## config.mk

```make
export PLATFORM = sky130hd
export DESIGN_NAME = bright_pwm
export DESIGN_NICKNAME = d
export VERILOG_FILES = /design/src/rtl/bpwm_pkg.sv /design/src/rtl/bpwm_rst_sync.sv /design/src/rtl/bpwm_prediv.sv /design/src/rtl/bpwm_steps.sv /design/src/rtl/bpwm_shape.sv /design/src/rtl/bright_pwm.sv
export SDC_FILE = /design/constraint.sdc
export NUM_CORES = 1
export LEC_CHECK = 0
export ABC_CLOCK_PERIOD_IN_PS = 1350
export BUFFER_PORTS_ARGS = -buffer_cell sky130_fd_sc_hd__buf_4
export CAP_MARGIN = 20
export CORE_ASPECT_RATIO = 1.4
export CORE_MARGIN = 5
export CORE_UTILIZATION = 51
export CTS_CLUSTER_SIZE = 20
export DETAILED_ROUTE_END_ITERATION = 12
export HOLD_SLACK_MARGIN = 0.1
export PLACE_DENSITY = 0.82
export SLEW_MARGIN = 20
export SYNTH_ARGS = -nofsm -noshare
export SYNTH_HDL_FRONTEND = slang
export SYNTH_SLANG_ARGS = --single-unit
export TNS_END_PERCENT = 50
```

## constraint.sdc

```tcl
create_clock -name clk -period 1.35 [get_ports clk]
set_clock_uncertainty 0.05 [all_clocks]
set_input_delay 0.0675 -clock clk [delete_from_list [all_inputs] [get_ports clk]]
set_output_delay 0.0675 -clock clk [all_outputs]
set_load 0.02 [all_outputs]
```

## src/rtl/bpwm_pkg.sv

```systemverilog
package bpwm_pkg;
  // bit positions inside the control register input
  localparam int unsigned CTRL_EN_BIT   = 0;
  localparam int unsigned CTRL_INV_BIT  = 1;
  localparam int unsigned CTRL_SYNC_BIT = 2;
  localparam int unsigned CTRL_DIV_LSB  = 3;
endpackage

```

## src/rtl/bpwm_rst_sync.sv

```systemverilog
module bpwm_rst_sync #(
  parameter int unsigned STAGES = 2
) (
  input  logic clk,
  input  logic rst_n,
  output logic srst_n
);
  logic [STAGES-1:0] chain_q;
  logic [STAGES-1:0] chain_d;

  always_comb begin
    chain_d = {chain_q[STAGES-2:0], 1'b1};
  end

  always_ff @(posedge clk or negedge rst_n) begin
    if (!rst_n) chain_q <= '0;
    else        chain_q <= chain_d;
  end

  assign srst_n = chain_q[STAGES-1];
endmodule

```

## src/rtl/bpwm_prediv.sv

```systemverilog
module bpwm_prediv #(
  parameter int unsigned DIV_W = 8
) (
  input  logic             clk,
  input  logic             srst_n,
  input  logic             run,
  input  logic             restart,
  input  logic [DIV_W-1:0] ratio,
  output logic             tick
);
  logic [DIV_W-1:0] cnt_q;
  logic [DIV_W-1:0] cnt_d;
  logic             at_end;

  // >= so a ratio lowered mid-count ends the current slot at once
  assign at_end = (cnt_q >= ratio);
  assign tick   = run & ~restart & at_end;

  always_comb begin
    if (!run || restart || at_end) cnt_d = '0;
    else                           cnt_d = cnt_q + DIV_W'(1);
  end

  always_ff @(posedge clk or negedge srst_n) begin
    if (!srst_n) cnt_q <= '0;
    else         cnt_q <= cnt_d;
  end

  AST_DIV_RESTART: assert property (@(posedge clk) disable iff (!srst_n)
    restart |=> (cnt_q == '0));
endmodule

```

## src/rtl/bpwm_steps.sv

```systemverilog
module bpwm_steps #(
  parameter int unsigned CNT_W = 8
) (
  input  logic             clk,
  input  logic             srst_n,
  input  logic             run,
  input  logic             restart,
  input  logic             tick,
  output logic [CNT_W-1:0] step,
  output logic             load
);
  localparam logic [CNT_W-1:0] STEP_LAST = {CNT_W{1'b1}};

  logic [CNT_W-1:0] step_q;
  logic [CNT_W-1:0] step_d;
  logic             adv_en;

  assign adv_en = run & tick;
  assign load   = ~run | restart | (adv_en & (step_q == STEP_LAST));

  always_comb begin
    if (!run || restart) step_d = '0;
    else if (adv_en)     step_d = step_q + CNT_W'(1);
    else                 step_d = step_q;
  end

  always_ff @(posedge clk or negedge srst_n) begin
    if (!srst_n) step_q <= '0;
    else         step_q <= step_d;
  end

  assign step = step_q;

  AST_STEP_HOLD: assert property (@(posedge clk) disable iff (!srst_n)
    (run && !restart && !tick) |=> $stable(step_q));

  AST_IDLE_ZERO: assert property (@(posedge clk) disable iff (!srst_n)
    !run |=> (step_q == '0));
endmodule

```

## src/rtl/bpwm_shape.sv

```systemverilog
module bpwm_shape #(
  parameter int unsigned CNT_W = 8
) (
  input  logic             clk,
  input  logic             srst_n,
  input  logic             run,
  input  logic             load,
  input  logic [CNT_W-1:0] width,
  input  logic             invert,
  input  logic [CNT_W-1:0] step,
  output logic             pwm
);
  logic [CNT_W-1:0] wid_q, wid_d;
  logic             pol_q, pol_d;
  logic             run_q;

  always_comb begin
    wid_d = load ? width  : wid_q;
    pol_d = load ? invert : pol_q;
  end

  always_ff @(posedge clk or negedge srst_n) begin
    if (!srst_n) begin
      wid_q <= '0;
      pol_q <= 1'b0;
      run_q <= 1'b0;
    end else begin
      wid_q <= wid_d;
      pol_q <= pol_d;
      run_q <= run;
    end
  end

  assign pwm = pol_q ^ (run_q & (step < wid_q));

  AST_WIDTH_HOLD: assert property (@(posedge clk) disable iff (!srst_n)
    !load |=> ($stable(wid_q) && $stable(pol_q)));

  AST_ZERO_WIDTH: assert property (@(posedge clk) disable iff (!srst_n)
    (run_q && wid_q == '0) |-> (pwm == pol_q));
endmodule

```

## src/rtl/bright_pwm.sv

```systemverilog
module bright_pwm #(
  parameter int unsigned DIV_W      = 8,
  parameter int unsigned CNT_W      = 8,
  parameter int unsigned RST_STAGES = 2,
  localparam int unsigned CTRL_W    = DIV_W + 3
) (
  input  logic              clk,
  input  logic              rst_n,
  input  logic              hgate,
  input  logic [CTRL_W-1:0] cfg_ctrl,
  input  logic [CNT_W-1:0]  cfg_width,
  output logic              pwm_out
);
  import bpwm_pkg::*;

  logic             srst_n;
  logic             en, inv, sync_en;
  logic [DIV_W-1:0] ratio;
  logic             hg_q;
  logic             sync_hit;
  logic             tick;
  logic             load;
  logic [CNT_W-1:0] step;

  assign en      = cfg_ctrl[CTRL_EN_BIT];
  assign inv     = cfg_ctrl[CTRL_INV_BIT];
  assign sync_en = cfg_ctrl[CTRL_SYNC_BIT];
  assign ratio   = cfg_ctrl[CTRL_DIV_LSB +: DIV_W];

  bpwm_rst_sync #(.STAGES(RST_STAGES)) i_rst_sync (
    .clk(clk), .rst_n(rst_n), .srst_n(srst_n)
  );

  always_ff @(posedge clk or negedge srst_n) begin
    if (!srst_n) hg_q <= 1'b0;
    else         hg_q <= hgate;
  end

  assign sync_hit = en & sync_en & hgate & ~hg_q;

  bpwm_prediv #(.DIV_W(DIV_W)) i_prediv (
    .clk(clk), .srst_n(srst_n), .run(en), .restart(sync_hit),
    .ratio(ratio), .tick(tick)
  );

  bpwm_steps #(.CNT_W(CNT_W)) i_steps (
    .clk(clk), .srst_n(srst_n), .run(en), .restart(sync_hit),
    .tick(tick), .step(step), .load(load)
  );

  bpwm_shape #(.CNT_W(CNT_W)) i_shape (
    .clk(clk), .srst_n(srst_n), .run(en), .load(load),
    .width(cfg_width), .invert(inv), .step(step), .pwm(pwm_out)
  );

  AST_SYNC_CLEAR: assert property (@(posedge clk) disable iff (!srst_n)
    sync_hit |=> (step == '0));

  AST_NO_SYNC_LOAD: assert property (@(posedge clk) disable iff (!srst_n)
    (en && !sync_en && tick && step != '1) |-> !load);
endmodule

```

== After elaboration in Yosys (flattened, before gate mapping) ==
Index checks and enable logic that the tools add are counted.

* Input bits: 22
* Word-level logic and storage cells: 33
* Output and inout port bits: 1
* Register bits: 29

* Bitwise gates (word level): 14
* $lt $le $gt $ge: 2
* Reduce and logical (&&, ||, !) cells: 4
* Muxes and demuxes: 3
* Equality and inequality tests: 1
* Add/sub/neg operators: 2

{| class="wikitable"
|+ Operators with widths
! operator !! number
|-
| $mux W8 || 3
|-
| $add A8 B1 Y8 const B || 2
|-
| $and A1 B1 Y1 || 8
|-
| $eq A8 B8 Y1 const B || 1
|-
| $ge A8 B8 Y1 || 1
|-
| $lt A8 B8 Y1 || 1
|-
| $not A1 Y1 || 3
|-
| $logic_or A1 B1 Y1 || 2
|-
| $or A1 B1 Y1 || 2
|-
| $reduce_bool A2 Y1 || 1
|-
| $logic_not A1 Y1 || 1
|-
| $xor A1 B1 Y1 || 1
|}

== Longest topological paths before layout ==
* Word-level depth: 9
* Gate-level depth with buffers: 8
* Mapped depth without buffers: 7

== Modules after synthesis ==
A second synthesis with hierarchy kept.

* Cell total of the unflattened synthesis: 160
* Area total of the unflattened synthesis: 1691.6 sq um

{| class="wikitable"
|+ By module, submodules not included
! module !! cells an instance !! instances !! seq. area each (sq um) !! area an instance (sq um)
|-
| bpwm_prediv || 60 || 1 || 200.2 || 625.6
|-
| bpwm_shape || 53 || 1 || 250.2 || 575.6
|-
| bpwm_steps || 42 || 1 || 200.2 || 401.6
|-
| bpwm_rst_sync || 3 || 1 || 50.0 || 53.8
|-
| bright_pwm || 2 || 1 || 25.0 || 35.0
|}

== Worst setup path before layout ==
No wires, ideal clock.

* Path type: reg-to-reg
* Start point: register i_prediv.cnt_q[0]
* End point: register i_shape.pol_q
* Library setup time: 0.125 ns
* Stages on the path, launching flop included: 8
* Required time: 1.175 ns
* Clock period less this slack: 2.180 ns
* Data arrival time: 2.005 ns
* Path buffers: 0
* Setup slack: -0.830 ns
* Cell sequence: dfrtp_1 inv_1 ha_1 nand2b_1 a2111oi_4 o41ai_4 a21oi_4 mux2_2

* Cells in the longest elaborated chain, start to end: 5

{| class="wikitable"
|+ RTL lines
! what !! RTL line !! source
|-
| start, declared || bpwm_prediv.sv:11 || <nowiki>logic [DIV_W-1:0] cnt_q;</nowiki>
|-
| start signal, assigned || bpwm_prediv.sv:26 || <nowiki>else cnt_q <= cnt_d;</nowiki>
|-
| $ge A8 B8 Y1 || bpwm_prediv.sv:16 || <nowiki>assign at_end = (cnt_q >= ratio);</nowiki>
|-
| $and A1 B1 Y1 || bpwm_prediv.sv:17 || <nowiki>assign tick = run & ~restart & at_end;</nowiki>
|-
| $and A1 B1 Y1 || bpwm_steps.sv:18 || <nowiki>assign adv_en = run & tick;</nowiki>
|-
| $and A1 B1 Y1 || bpwm_steps.sv:19 || <nowiki>assign load = ~run | restart | (adv_en & (step_q == STEP_LAST));</nowiki>
|-
| $or A1 B1 Y1 || bpwm_steps.sv:19 ||
|-
| end signal, assigned || bpwm_shape.sv:29 || <nowiki>pol_q <= pol_d;</nowiki>
|-
| end, declared || bpwm_shape.sv:14 || <nowiki>logic pol_q, pol_d;</nowiki>
|}

Every way passes these cells.
A chain may end at the register's enable or synchronous reset.

== Final worst setup path ==
* Start point: register i_prediv.cnt_q[0]
* End point: register i_shape.wid_q[4]

* Cells in the longest elaborated chain, start to end: 5

{| class="wikitable"
|+ RTL lines
! what !! RTL line !! source
|-
| $ge A8 B8 Y1 || bpwm_prediv.sv:16 ||
|-
| $and A1 B1 Y1 || bpwm_prediv.sv:17 ||
|-
| $and A1 B1 Y1 || bpwm_steps.sv:18 ||
|-
| $and A1 B1 Y1 || bpwm_steps.sv:19 ||
|-
| $or A1 B1 Y1 || bpwm_steps.sv:19 ||
|-
| end signal, assigned || bpwm_shape.sv:28 || <nowiki>wid_q <= wid_d;</nowiki>
|-
| end, declared || bpwm_shape.sv:13 || <nowiki>logic [CNT_W-1:0] wid_q, wid_d;</nowiki>
|}

Every way passes these cells.

==> impl_metrics.env <==
export IMPL_status="finished with violations"
export IMPL_violations="negative setup slack"
export IMPL_seq_area_frac_synth_pct=43.9
export IMPL_place_congestion=0.770
export IMPL_grtUsageTotal_pct=19.5
export IMPL_dp_final_hpwl_um=2700
export IMPL_fin_ws_ns=-0.743
export IMPL_synth_top_area_cell="dfrtp_1"
export IMPL_hold_violations=0
export IMPL_clk_pin_slew_ns=0.06
export IMPL_rsz0062_at_grt="true"
export IMPL_power_leakage_nw=1.17
export IMPL_firstDrtPassIters=4
export IMPL_via_count=1364
export IMPL_nNetsFinal=256
export IMPL_synth_compound_area_share_pct=13.9
export IMPL_setup_viol=26
export IMPL_cts_buffer_depth=2
export IMPL_peakVddDrop_uv=1090
export IMPL_synthSimpleGateAreaFrac_pct=12.2
export IMPL_synth_nets=195
export IMPL_start_util_pct=53.0
export IMPL_antenna_diode_count=0
export IMPL_synth_xor_xnor_area_share_pct=4.24
export IMPL_synthMuxAreaShare_pct=6.73
export IMPL_ys_warn_count=0
export IMPL_placed_cells=234
export IMPL_clk_latency_ns=0.28
export IMPL_drt_initial_drc_count=33
export IMPL_dieArea_sq_um=4500
export IMPL_grt_pass1_vias=1520
export IMPL_antenna_found_initial=0
export IMPL_avgSynthCellArea_sq_um=10.6
export IMPL_antenna_left=0
export IMPL_endpoint_kind="register"
export IMPL_start_kind="register"
export IMPL_drive_above_1_share_pct=35.8
export IMPL_power_density_nw_per_um2=860
export IMPL_drc=0
export IMPL_wl_per_cell_um=15.5
export IMPL_synth_area_leaders="dfrtp_1 (44%), ha_1 (13%), mux2_2 (6.1%), inv_1 (5.0%), a21oi_1 (2.7%)"
export IMPL_port_buffers=22
export IMPL_period_share_pct=155
export IMPL_syn_inst=156
export IMPL_die_y_um=77.4
export IMPL_syn_to_final_growth_pct=38.8
export IMPL_synth_edf_count=0
export IMPL_async_reset_ff_share_pct=100
export IMPL_wl_um=3980
export IMPL_maxCapViolations=0
export IMPL_post_route_min_period_ns=2.09
export IMPL_path_class="register to register"
export IMPL_crit_required_ns=1.46
export IMPL_cts_buffers=5
export IMPL_yosys_area_share_adder_pct=12.9
export IMPL_htreeDepth=2
export IMPL_overflow=0
export IMPL_cts_root_buf="clkbuf_8"
export IMPL_worstPathArrival_ns=2.20
export IMPL_synth_top_family_by_area="compound AO/OA/AOI/OAI gates"
export IMPL_synth_top_flop_cell="dfrtp_1"
export IMPL_yosysTopAreaCellShare_pct=43.9
export IMPL_clock_sinks=29
export IMPL_critPathMaxFanout=9
export IMPL_synth_seq_cells=29
export IMPL_ys_types=30
export IMPL_hp_class="register to async pin"
export IMPL_grt_pass1_wl_um=6560
export IMPL_holdWs_ns=0.192
export IMPL_design_core_area_sq_um=3120
export IMPL_stdcell_count=257
export IMPL_slew_violations=0
export IMPL_via_per_inst=5.31
export IMPL_netlist_area_sq_um=1650
export IMPL_grt_max_degree=28
export IMPL_p_total_mw=1.97
export IMPL_max_freq_mhz=478
export IMPL_row_count=24
export IMPL_die_width_um=58.1
export IMPL_cts_tree="yes"
export IMPL_ioPinCount=23
-- cell usage in the layout (no fill, tap or decap), types with 3 or more instances in the layout --
| master | count |
|---|---|
| buf_4 | 42 |
| dfrtp_1 | 27 |
| inv_1 | 21 |
| ha_1 | 15 |
| dlygate4sd3_1 | 13 |
| nor2_1 | 12 |
| nand3_1 | 9 |
| a21oi_1 | 8 |
| mux2_2 | 7 |
| xor2_1 | 5 |
| a21o_1 | 5 |
| clkbuf_8 | 5 |
| nand2_1 | 4 |
| and3_1 | 4 |
| xnor2_1 | 3 |
| nand4_1 | 3 |
-- where the power goes --
group / switching (mW) / total [mW] / internal, mW / leakage [nW]
registers: 0.0238 / 0.935 / 0.912 / 0.370
logic: 0.155 / 0.349 / 0.194 / 0.755
clock network: 0.335 / 0.689 / 0.354 / 0.0439
total: 0.514 / 1.97 / 1.46 / 1.17
-- per-layer routing --
metal | vias up | wire length [um] | global-route usage [%]
met5 | - | 0 | 0
met4 | 0 | 138 | 12.1
met3 | 13 | 149 | 4.82
met2 | 38 | 2270 | 35.3
met1 | 662 | 1420 | 19.3
li1 | 651 | - | -
-- path summary, 6_finish.rpt --
| path | from | end | slack, ns | cells past startpoint |
|---|---|---|---|---|
| worst max-delay path | i_prediv.cnt_q[0] | i_shape.wid_q[4] | -0.74 | 8 |
| worst min-delay path | i_rst_sync.chain_q[1] | i_steps.step[0] | 0.19 | 1 |
| worst max register to register | i_prediv.cnt_q[0] | i_shape.wid_q[4] | -0.74 | 8 |
| worst min register to register | i_rst_sync.chain_q[1] | i_steps.step[0] | 0.19 | 1 |
| max in group asynchronous | rst_n | i_rst_sync.chain_q[1] | 0.54 | 3 |
| min in group clk | i_rst_sync.chain_q[0] | i_rst_sync.chain_q[1] | 0.31 | 0 |
-- per-stage QoR --
stage / area [sq um] / setup TNS [ns] / setup slack [ns] / utilization (%)
2_1_floorplan: 1670 / -17.34 / -0.808 / -
3_3_place_gp: 2010 / -16.86 / -0.765 / 64.2
3_5_place_dp: 2010 / -18.79 / -0.849 / 64.2
4_1_cts: 2260 / -17.55 / -0.752 / 72.3
5_1_grt: 2300 / -19.38 / -0.826 / 73.5
6_report: 2300 / -17.19 / -0.743 / 73.5
-- layout make-up --
cell class	count	area (sq um)
clock inverter	3	17.5
sequential	29	728
tap	39	48.8
fill	234	827
multi-input combinational	103	885
timing repair buffer	56	465
clock buffer	5	68.8
inverter	22	82.6
-- synthesized netlist by cell type (2+ instances only) --
| library cell | instances |
|---|---|
| nand4_1 | 3 |
| xor2_1 | 5 |
| a31o_2 | 2 |
| and3_1 | 4 |
| inv_1 | 22 |
| o21ai_0 | 2 |
| ha_1 | 17 |
| nand2_1 | 4 |
| and4_1 | 2 |
| a21oi_1 | 9 |
| a21o_2 | 2 |
| nor3_1 | 2 |
| nor2_1 | 12 |
| nand3_1 | 9 |
| o21a_1 | 2 |
| xnor2_1 | 3 |
| dfrtp_1 | 29 |
| nand2b_1 | 3 |
| a21o_1 | 5 |
| mux2_2 | 9 |
-- logic make-up after synthesis --
family          after synthesis
flops                        29
buf+inv                      24
simple gates                 40
fa+ha+maj                    17
other cells                   1
xor+xnor                      8
compound gates               27
mux                          10
-- registers in the layout, indices dropped and copies added, names as in the netlist --
register            flops
i_prediv.cnt_q          8
i_shape.wid_q           8
i_steps.step            8
i_rst_sync.chain_q      2
hg_q                    1
i_shape.pol_q           1
i_shape.run_q           1
-- worst max-delay path, stage by stage (launching register included) --
cell and delay [ns]:
dfrtp_1 0.34, inv_1 0.05, ha_1 0.26, nand2b_4 0.15
a2111oi_4 0.35, o41ai_4 0.15, a21oi_4 0.16, buf_12 0.15
mux2_2 0.33
-- what timing repair did --
action                                 4_1_cts  5_1_grt
setup endpoints to repair                   26       26
gates resized for setup                      2       11
pin swaps                                    1        6
hold buffers                                13        0
endpoints found under the hold margin       13        0
setup buffers                                1        1
Power figures use the tool's default switching activity.
